--- config.mk ---
export PLATFORM = sky130hd
export DESIGN_NAME = pd_unit
export DESIGN_NICKNAME = d
export VERILOG_FILES = /design/src/rtl/pd_pkg.sv /design/src/rtl/pd_flag_sync.sv /design/src/rtl/pd_ctrl_reg.sv /design/src/rtl/pd_seq_fsm.sv /design/src/rtl/pd_unit.sv
export SDC_FILE = /design/constraint.sdc
export NUM_CORES = 1
export LEC_CHECK = 0
export BUFFER_PORTS_ARGS = -buffer_cell sky130_fd_sc_hd__buf_2
export CORE_ASPECT_RATIO = 2
export CORE_MARGIN = 3
export CORE_UTILIZATION = 26
export DETAILED_ROUTE_END_ITERATION = 6
export GPL_ROUTABILITY_DRIVEN = 0
export SKIP_CTS_REPAIR_TIMING = 1
export SLEW_MARGIN = 20
export SYNTH_ARGS = -nofsm -noshare
export SYNTH_HDL_FRONTEND = slang
export SYNTH_SLANG_ARGS = --single-unit
--- constraint.sdc ---
create_clock -name clk -period 2.2 [get_ports clk]
set_clock_uncertainty 0.05 [all_clocks]
set_input_delay 0.44 -clock clk [delete_from_list [all_inputs] [get_ports clk]]
set_output_delay 0.44 -clock clk [all_outputs]
set_load 0.02 [all_outputs]
--- src/rtl/pd_pkg.sv ---
package pd_pkg;

    typedef enum logic [2:0] {
        PD_RUN      = 3'd0,
        PD_ARMED    = 3'd1,
        PD_DORMANT  = 3'd2,
        PD_OSC_WAIT = 3'd3,
        PD_WAKE     = 3'd4
    } pd_state_t;

    typedef struct packed {
        logic xtal_off;
        logic enable;
        logic ctx_rst;
    } pd_ctrl_t;

    localparam int unsigned XTAL_BIT = 15;
    localparam int unsigned FLAG_BIT = 14;
    localparam int unsigned ENA_BIT  = 13;
    localparam int unsigned CTX_BIT  = 12;

endpackage

--- src/rtl/pd_flag_sync.sv ---
module pd_flag_sync #(
    parameter int unsigned STAGES = 2
) (
    input  logic clk,
    input  logic rst_n,
    input  logic pin_i,
    output logic level_o,
    output logic rise_o
);
    logic [STAGES:0] chain;

    always_ff @(posedge clk or negedge rst_n) begin
        if (!rst_n) chain <= '0;
        else        chain <= {chain[STAGES-1:0], pin_i};
    end

    assign level_o = chain[STAGES-1];
    assign rise_o  = chain[STAGES-1] & ~chain[STAGES];

endmodule

--- src/rtl/pd_ctrl_reg.sv ---
module pd_ctrl_reg
    import pd_pkg::*;
#(
    parameter int unsigned     AW   = 14,
    parameter int unsigned     DW   = 16,
    parameter logic [AW-1:0]   ADDR = 14'h3FEF
) (
    input  logic          clk,
    input  logic          rst_n,
    input  logic [AW-1:0] bus_addr_i,
    input  logic          bus_wr_i,
    input  logic [DW-1:0] bus_wdata_i,
    output logic [DW-1:0] bus_rdata_o,
    input  logic          flag_level_i,
    output pd_ctrl_t      ctrl_o
);
    logic hit;
    assign hit = (bus_addr_i == ADDR);

    always_ff @(posedge clk or negedge rst_n) begin
        if (!rst_n) begin
            ctrl_o <= '0;
        end else if (bus_wr_i && hit) begin
            ctrl_o.xtal_off <= bus_wdata_i[XTAL_BIT];
            ctrl_o.enable   <= bus_wdata_i[ENA_BIT];
            ctrl_o.ctx_rst  <= bus_wdata_i[CTX_BIT];
        end
    end

    always_comb begin
        bus_rdata_o = '0;
        if (hit) begin
            bus_rdata_o[XTAL_BIT] = ctrl_o.xtal_off;
            bus_rdata_o[FLAG_BIT] = ctrl_o.enable & flag_level_i;
            bus_rdata_o[ENA_BIT]  = ctrl_o.enable;
            bus_rdata_o[CTX_BIT]  = ctrl_o.ctx_rst;
        end
    end

    AST_FOREIGN_WRITE: assert property (@(posedge clk) disable iff (!rst_n)
        (bus_wr_i && !hit) |=> $stable(ctrl_o));
    AST_FLAG_MASKED: assert property (@(posedge clk) disable iff (!rst_n)
        !ctrl_o.enable |-> !bus_rdata_o[FLAG_BIT]);

endmodule

--- src/rtl/pd_seq_fsm.sv ---
module pd_seq_fsm
    import pd_pkg::*;
#(
    parameter int unsigned OSC_CYCLES = 4096
) (
    input  logic     clk,
    input  logic     rst_n,
    input  logic     irq2_i,
    input  logic     idle_i,
    input  logic     rti_i,
    input  logic     wake_edge_i,
    input  pd_ctrl_t ctrl_i,
    output logic     irq2_ack_o,
    output logic     pwd_ack_o,
    output logic     osc_off_o,
    output logic     core_halt_o,
    output logic     ctx_reset_o,
    output logic     resume_o
);
    localparam int unsigned CW = (OSC_CYCLES > 2) ? $clog2(OSC_CYCLES) : 1;
    localparam logic [CW-1:0] CNT_LAST = CW'(OSC_CYCLES - 1);

    pd_state_t state, nxt;
    logic [CW-1:0] cnt;

    always_comb begin
        nxt = state;
        unique case (state)
            PD_RUN:      if (irq2_i && ctrl_i.enable) nxt = PD_ARMED;
            PD_ARMED:    if (idle_i)     nxt = PD_DORMANT;
                         else if (rti_i) nxt = PD_RUN;
            PD_DORMANT:  if (wake_edge_i)
                             nxt = ctrl_i.xtal_off ? PD_OSC_WAIT : PD_WAKE;
            PD_OSC_WAIT: if (cnt == CNT_LAST) nxt = PD_WAKE;
            PD_WAKE:     nxt = PD_RUN;
            default:     nxt = PD_RUN;
        endcase
    end

    always_ff @(posedge clk or negedge rst_n) begin
        if (!rst_n) begin
            state <= PD_RUN;
            cnt   <= '0;
        end else begin
            state <= nxt;
            if (state == PD_OSC_WAIT) cnt <= cnt + 1'b1;
            else                      cnt <= '0;
        end
    end

    always_comb begin
        irq2_ack_o  = 1'b0;
        pwd_ack_o   = 1'b0;
        osc_off_o   = 1'b0;
        core_halt_o = 1'b0;
        ctx_reset_o = 1'b0;
        resume_o    = 1'b0;
        unique case (state)
            PD_RUN:      irq2_ack_o = irq2_i;
            PD_ARMED:    ;
            PD_DORMANT: begin
                core_halt_o = 1'b1;
                pwd_ack_o   = ctrl_i.enable;
                osc_off_o   = ctrl_i.xtal_off;
            end
            PD_OSC_WAIT: core_halt_o = 1'b1;
            PD_WAKE: begin
                ctx_reset_o = ctrl_i.ctx_rst;
                resume_o    = ~ctrl_i.ctx_rst;
            end
            default: ;
        endcase
    end

    AST_DORMANT_FROM_ARMED: assert property (@(posedge clk) disable iff (!rst_n)
        (state == PD_DORMANT && $past(state) != PD_DORMANT) |-> ($past(state) == PD_ARMED && $past(idle_i)));
    AST_RTI_ABORT: assert property (@(posedge clk) disable iff (!rst_n)
        (state == PD_ARMED && rti_i && !idle_i) |=> state == PD_RUN);
    AST_EXIT_ON_EDGE: assert property (@(posedge clk) disable iff (!rst_n)
        ($past(state) == PD_DORMANT && state != PD_DORMANT) |-> $past(wake_edge_i));
    AST_WAIT_BOUNDED: assert property (@(posedge clk) disable iff (!rst_n)
        (state == PD_OSC_WAIT) |-> (cnt <= CNT_LAST));

endmodule

--- src/rtl/pd_unit.sv ---
module pd_unit
    import pd_pkg::*;
#(
    parameter int unsigned       ADDR_W      = 14,
    parameter int unsigned       DATA_W      = 16,
    parameter logic [ADDR_W-1:0] CTRL_ADDR   = 14'h3FEF,
    parameter int unsigned       OSC_CYCLES  = 4096,
    parameter int unsigned       SYNC_STAGES = 2
) (
    input  logic              clk,
    input  logic              rst_n,
    input  logic [ADDR_W-1:0] bus_addr_i,
    input  logic              bus_wr_i,
    input  logic [DATA_W-1:0] bus_wdata_i,
    output logic [DATA_W-1:0] bus_rdata_o,
    input  logic              irq2_pin_i,
    input  logic              irq2_force_i,
    input  logic              seq_idle_i,
    input  logic              seq_rti_i,
    input  logic              wake_flag_i,
    output logic              irq2_ack_o,
    output logic              pwd_ack_o,
    output logic              osc_off_o,
    output logic              core_halt_o,
    output logic              ctx_reset_o,
    output logic              resume_o
);
    pd_ctrl_t ctrl;
    logic     flag_level, flag_rise, wake_edge;

    pd_flag_sync #(.STAGES(SYNC_STAGES)) u_sync (
        .clk(clk), .rst_n(rst_n), .pin_i(wake_flag_i),
        .level_o(flag_level), .rise_o(flag_rise)
    );

    pd_ctrl_reg #(.AW(ADDR_W), .DW(DATA_W), .ADDR(CTRL_ADDR)) u_reg (
        .clk(clk), .rst_n(rst_n), .bus_addr_i(bus_addr_i), .bus_wr_i(bus_wr_i),
        .bus_wdata_i(bus_wdata_i), .bus_rdata_o(bus_rdata_o),
        .flag_level_i(flag_level), .ctrl_o(ctrl)
    );

    assign wake_edge = flag_rise & ctrl.enable;

    pd_seq_fsm #(.OSC_CYCLES(OSC_CYCLES)) u_fsm (
        .clk(clk), .rst_n(rst_n), .irq2_i(irq2_pin_i | irq2_force_i),
        .idle_i(seq_idle_i), .rti_i(seq_rti_i), .wake_edge_i(wake_edge),
        .ctrl_i(ctrl), .irq2_ack_o(irq2_ack_o), .pwd_ack_o(pwd_ack_o),
        .osc_off_o(osc_off_o), .core_halt_o(core_halt_o),
        .ctx_reset_o(ctx_reset_o), .resume_o(resume_o)
    );

    AST_ACK_HALTS: assert property (@(posedge clk) disable iff (!rst_n)
        pwd_ack_o |-> core_halt_o);
    AST_WAKE_RELEASES: assert property (@(posedge clk) disable iff (!rst_n)
        (ctx_reset_o || resume_o) |-> (!core_halt_o && !osc_off_o));
    AST_ACK_FALL_EXIT: assert property (@(posedge clk) disable iff (!rst_n)
        ($fell(pwd_ack_o) && ctrl.enable) |-> $past(wake_edge));

endmodule

==> run summary <==
CTS tree: done
internal power: 531 uW
first-pass GRT wire length: 3840 um
Comb power frac: 0.071
Hold Vio Cnt, Final: 0
clock network fraction of total power: 0.360
Sw Ratio: 0.225
unrepaired setup endpoints after global routing: no
hold slack: 0.0796 ns
Filler cells: 440
vias in the first global route: 937
post-synth cell types: 34
outcome: finished, final reports clean
max-cap violations: 0
pwr/cell area: 496 nW/um2
total global routing overflow: 0
Mapped Area: 1140 um2
dpl cell area: 1340 um2
Max IR drop VDD: 430 uV
syn avg cell area: 9.67 um2
Tcrit/Tclk final: 0.901
Pre-Repair DR Iteration Count: 4
synthesized instance count: 118
initial antenna violation count: 0
Routed Antenna Nets: 0
Via density: 4.48
clock buffer count from CTS: 3
count of buffers from port buffering: 34
GRT Total Usage: 0.0944
Site Rows: 33
DR DRC count: 0
worst-path fanout max: 3
LEAKAGE: 0.000675 uW
Detailed Route Iter0 Violations: 3
ant diodes: 0
sw power: 154 uW
register area share after synthesis: 0.461
H-tree depth: 1
CP Data Required Time: 1.71 ns
critical path startpoint category: input pin
clk sink count: 21
crit end category: output port
Core Box Area: 4170 um2
worst path arrival time: 1.49 ns
final WL: 2280 um
Slew Viols, Final: 0
final instance area: 1380 um2
setup TNS: 0 ns
Top Ports: 60
layout cell share with drive strength beyond 1: 0.310
worst min-delay path class: in -> async
most frequent cells in the layout: buf_2, dfrtp_1, nor2_1
setup violators final: 0
via count: 928
largest net degree at the start of global routing: 22
Die ar.: 5270 um2
CTS clk-pin slew, worst paths: 0.08 ns
Area Overhead vs Synth: 21.1%
die height: 99.7 um
Bufs on Longest Clock Path: 2
Synth warnings: 0
Peak Freq: 504 MHz
count of state elements after synthesis: 21
crit path kind: in -> out
fin crit period: 1.98 ns
Wirelength per Cell: 11.0 um
final net count: 195
Worst-Skew Late Latency: 0.26 ns
most common cell after layout, fill and taps aside: buf_2
register share of total power: 0.569
HPWL after detailed placement: 1890 um
Initial Utilization: 0.274
Root Driver: clkbuf_8
die width: 52.8 um
==> through the flow <==
stage	total power [uW]	std cells	setup slack [ns]	util
6_report	685	207	0.218	0.331
5_1_grt	714	207	0.142	0.331
4_1_cts	696	207	0.182	0.331
3_5_place_dp	446	203	0.182	0.320
3_3_place_gp	446	203	0.194	0.320
2_1_floorplan	434	129	0.372	-
==> registers in the layout, summed over array words and instances (netlist names) <==
register	flops
u_reg.ctrl_o	3
u_fsm.cnt	12
u_sync.chain	3
u_fsm.state	3
==> cells in the mapped netlist, drive strengths merged <==
cell type / n / area [um2]
dfrtp: 21 / 526
nor2: 13 / 48.8
buf: 12 / 90.1
nand2: 7 / 28.8
nor3: 7 / 35.0
xnor2: 7 / 61.3
a21oi: 5 / 25.0
inv: 5 / 18.8
nand3: 5 / 30.0
and2: 4 / 28.8
nand4: 4 / 25.0
o21ai: 4 / 20.0
mux2: 3 / 33.8
or3: 3 / 18.8
and3: 2 / 13.8
clkbuf: 2 / 7.51
nor4: 2 / 33.8
a211oi: 1 / 7.51
conb: 1 / 3.75
ha: 1 / 12.5
nand2b: 1 / 6.26
nand4b: 1 / 8.76
nor2b: 1 / 6.26
nor3b: 1 / 7.51
nor4b: 1 / 8.76
nor4bb: 1 / 10.0
o21a: 1 / 7.51
o22a: 1 / 8.76
xor2: 1 / 8.76
==> power groups by stage <==
stage	Sequential, uW	Clock [uW]	Combinational [uW]
after floorplan	397	0	36.7
final	390	247	48.4
after global routing	390	269	54.1
after detailed placement	397	0	49.0
after CTS	390	257	49.1
after global placement	397	0	48.7
==> layout make-up <==
class                   instances  area [um2]  area share
inverters                       5        18.8      0.0136
flip-flops and latches         21         526       0.380
clock buffers                   3        41.3      0.0299
multi-input cells              89         541       0.391
clock inverters                 1        5.00     0.00362
well taps                      52        65.1      0.0471
repair buffers                 36         185       0.134
==> routing by layer <==
| layer | GRT usage | part of all wire | vias to the layer above |
|---|---|---|---|
| met1 | 0.0973 | 0.36 | 432 |
| li1 | - | - | 452 |
| met4 | 0.0413 | 0.011 | 0 |
| met2 | 0.178 | 0.55 | 42 |
| met5 | 0 | 0 | - |
| met3 | 0.0120 | 0.072 | 2 |
==> cell families (layout without fill, tap and decap cells) <==
group	count (synthesis)	in the layout	share of synthesized area
and+or+nand+nor	53	53	0.272
buffers and inverters	19	45	0.102
other	1	12	0.00329
DFF	21	21	0.461
xor gates and xnor gates	8	8	0.0614
muxes	3	3	0.0296
adders and majority gates	1	1	0.0110
AOI/OAI and AO/OA	12	12	0.0603
==> final timing paths <==
check                                 from              end  slack (ns)  depth (start not counted)
min reg2reg                u_sync.chain[0]  u_sync.chain[1]        0.31                          0
min in group clk               wake_flag_i  u_sync.chain[0]        0.23                          1
max in group asynchronous            rst_n   u_fsm.state[0]        1.70                          1
max                          bus_addr_i[4]  bus_rdata_o[15]        0.22                          6
max reg2reg                   u_fsm.cnt[0]   u_fsm.state[1]        0.50                          5
min                                  rst_n    u_fsm.cnt[11]        0.08                          1
==> critical path, cell delays in order <==
cell      delay [ns]
buf_2           0.09
nand4b_1        0.18
nor4_2          0.32
buf_4           0.18
and2_2          0.13
buf_2           0.15
Power figures use the tool's default switching activity.
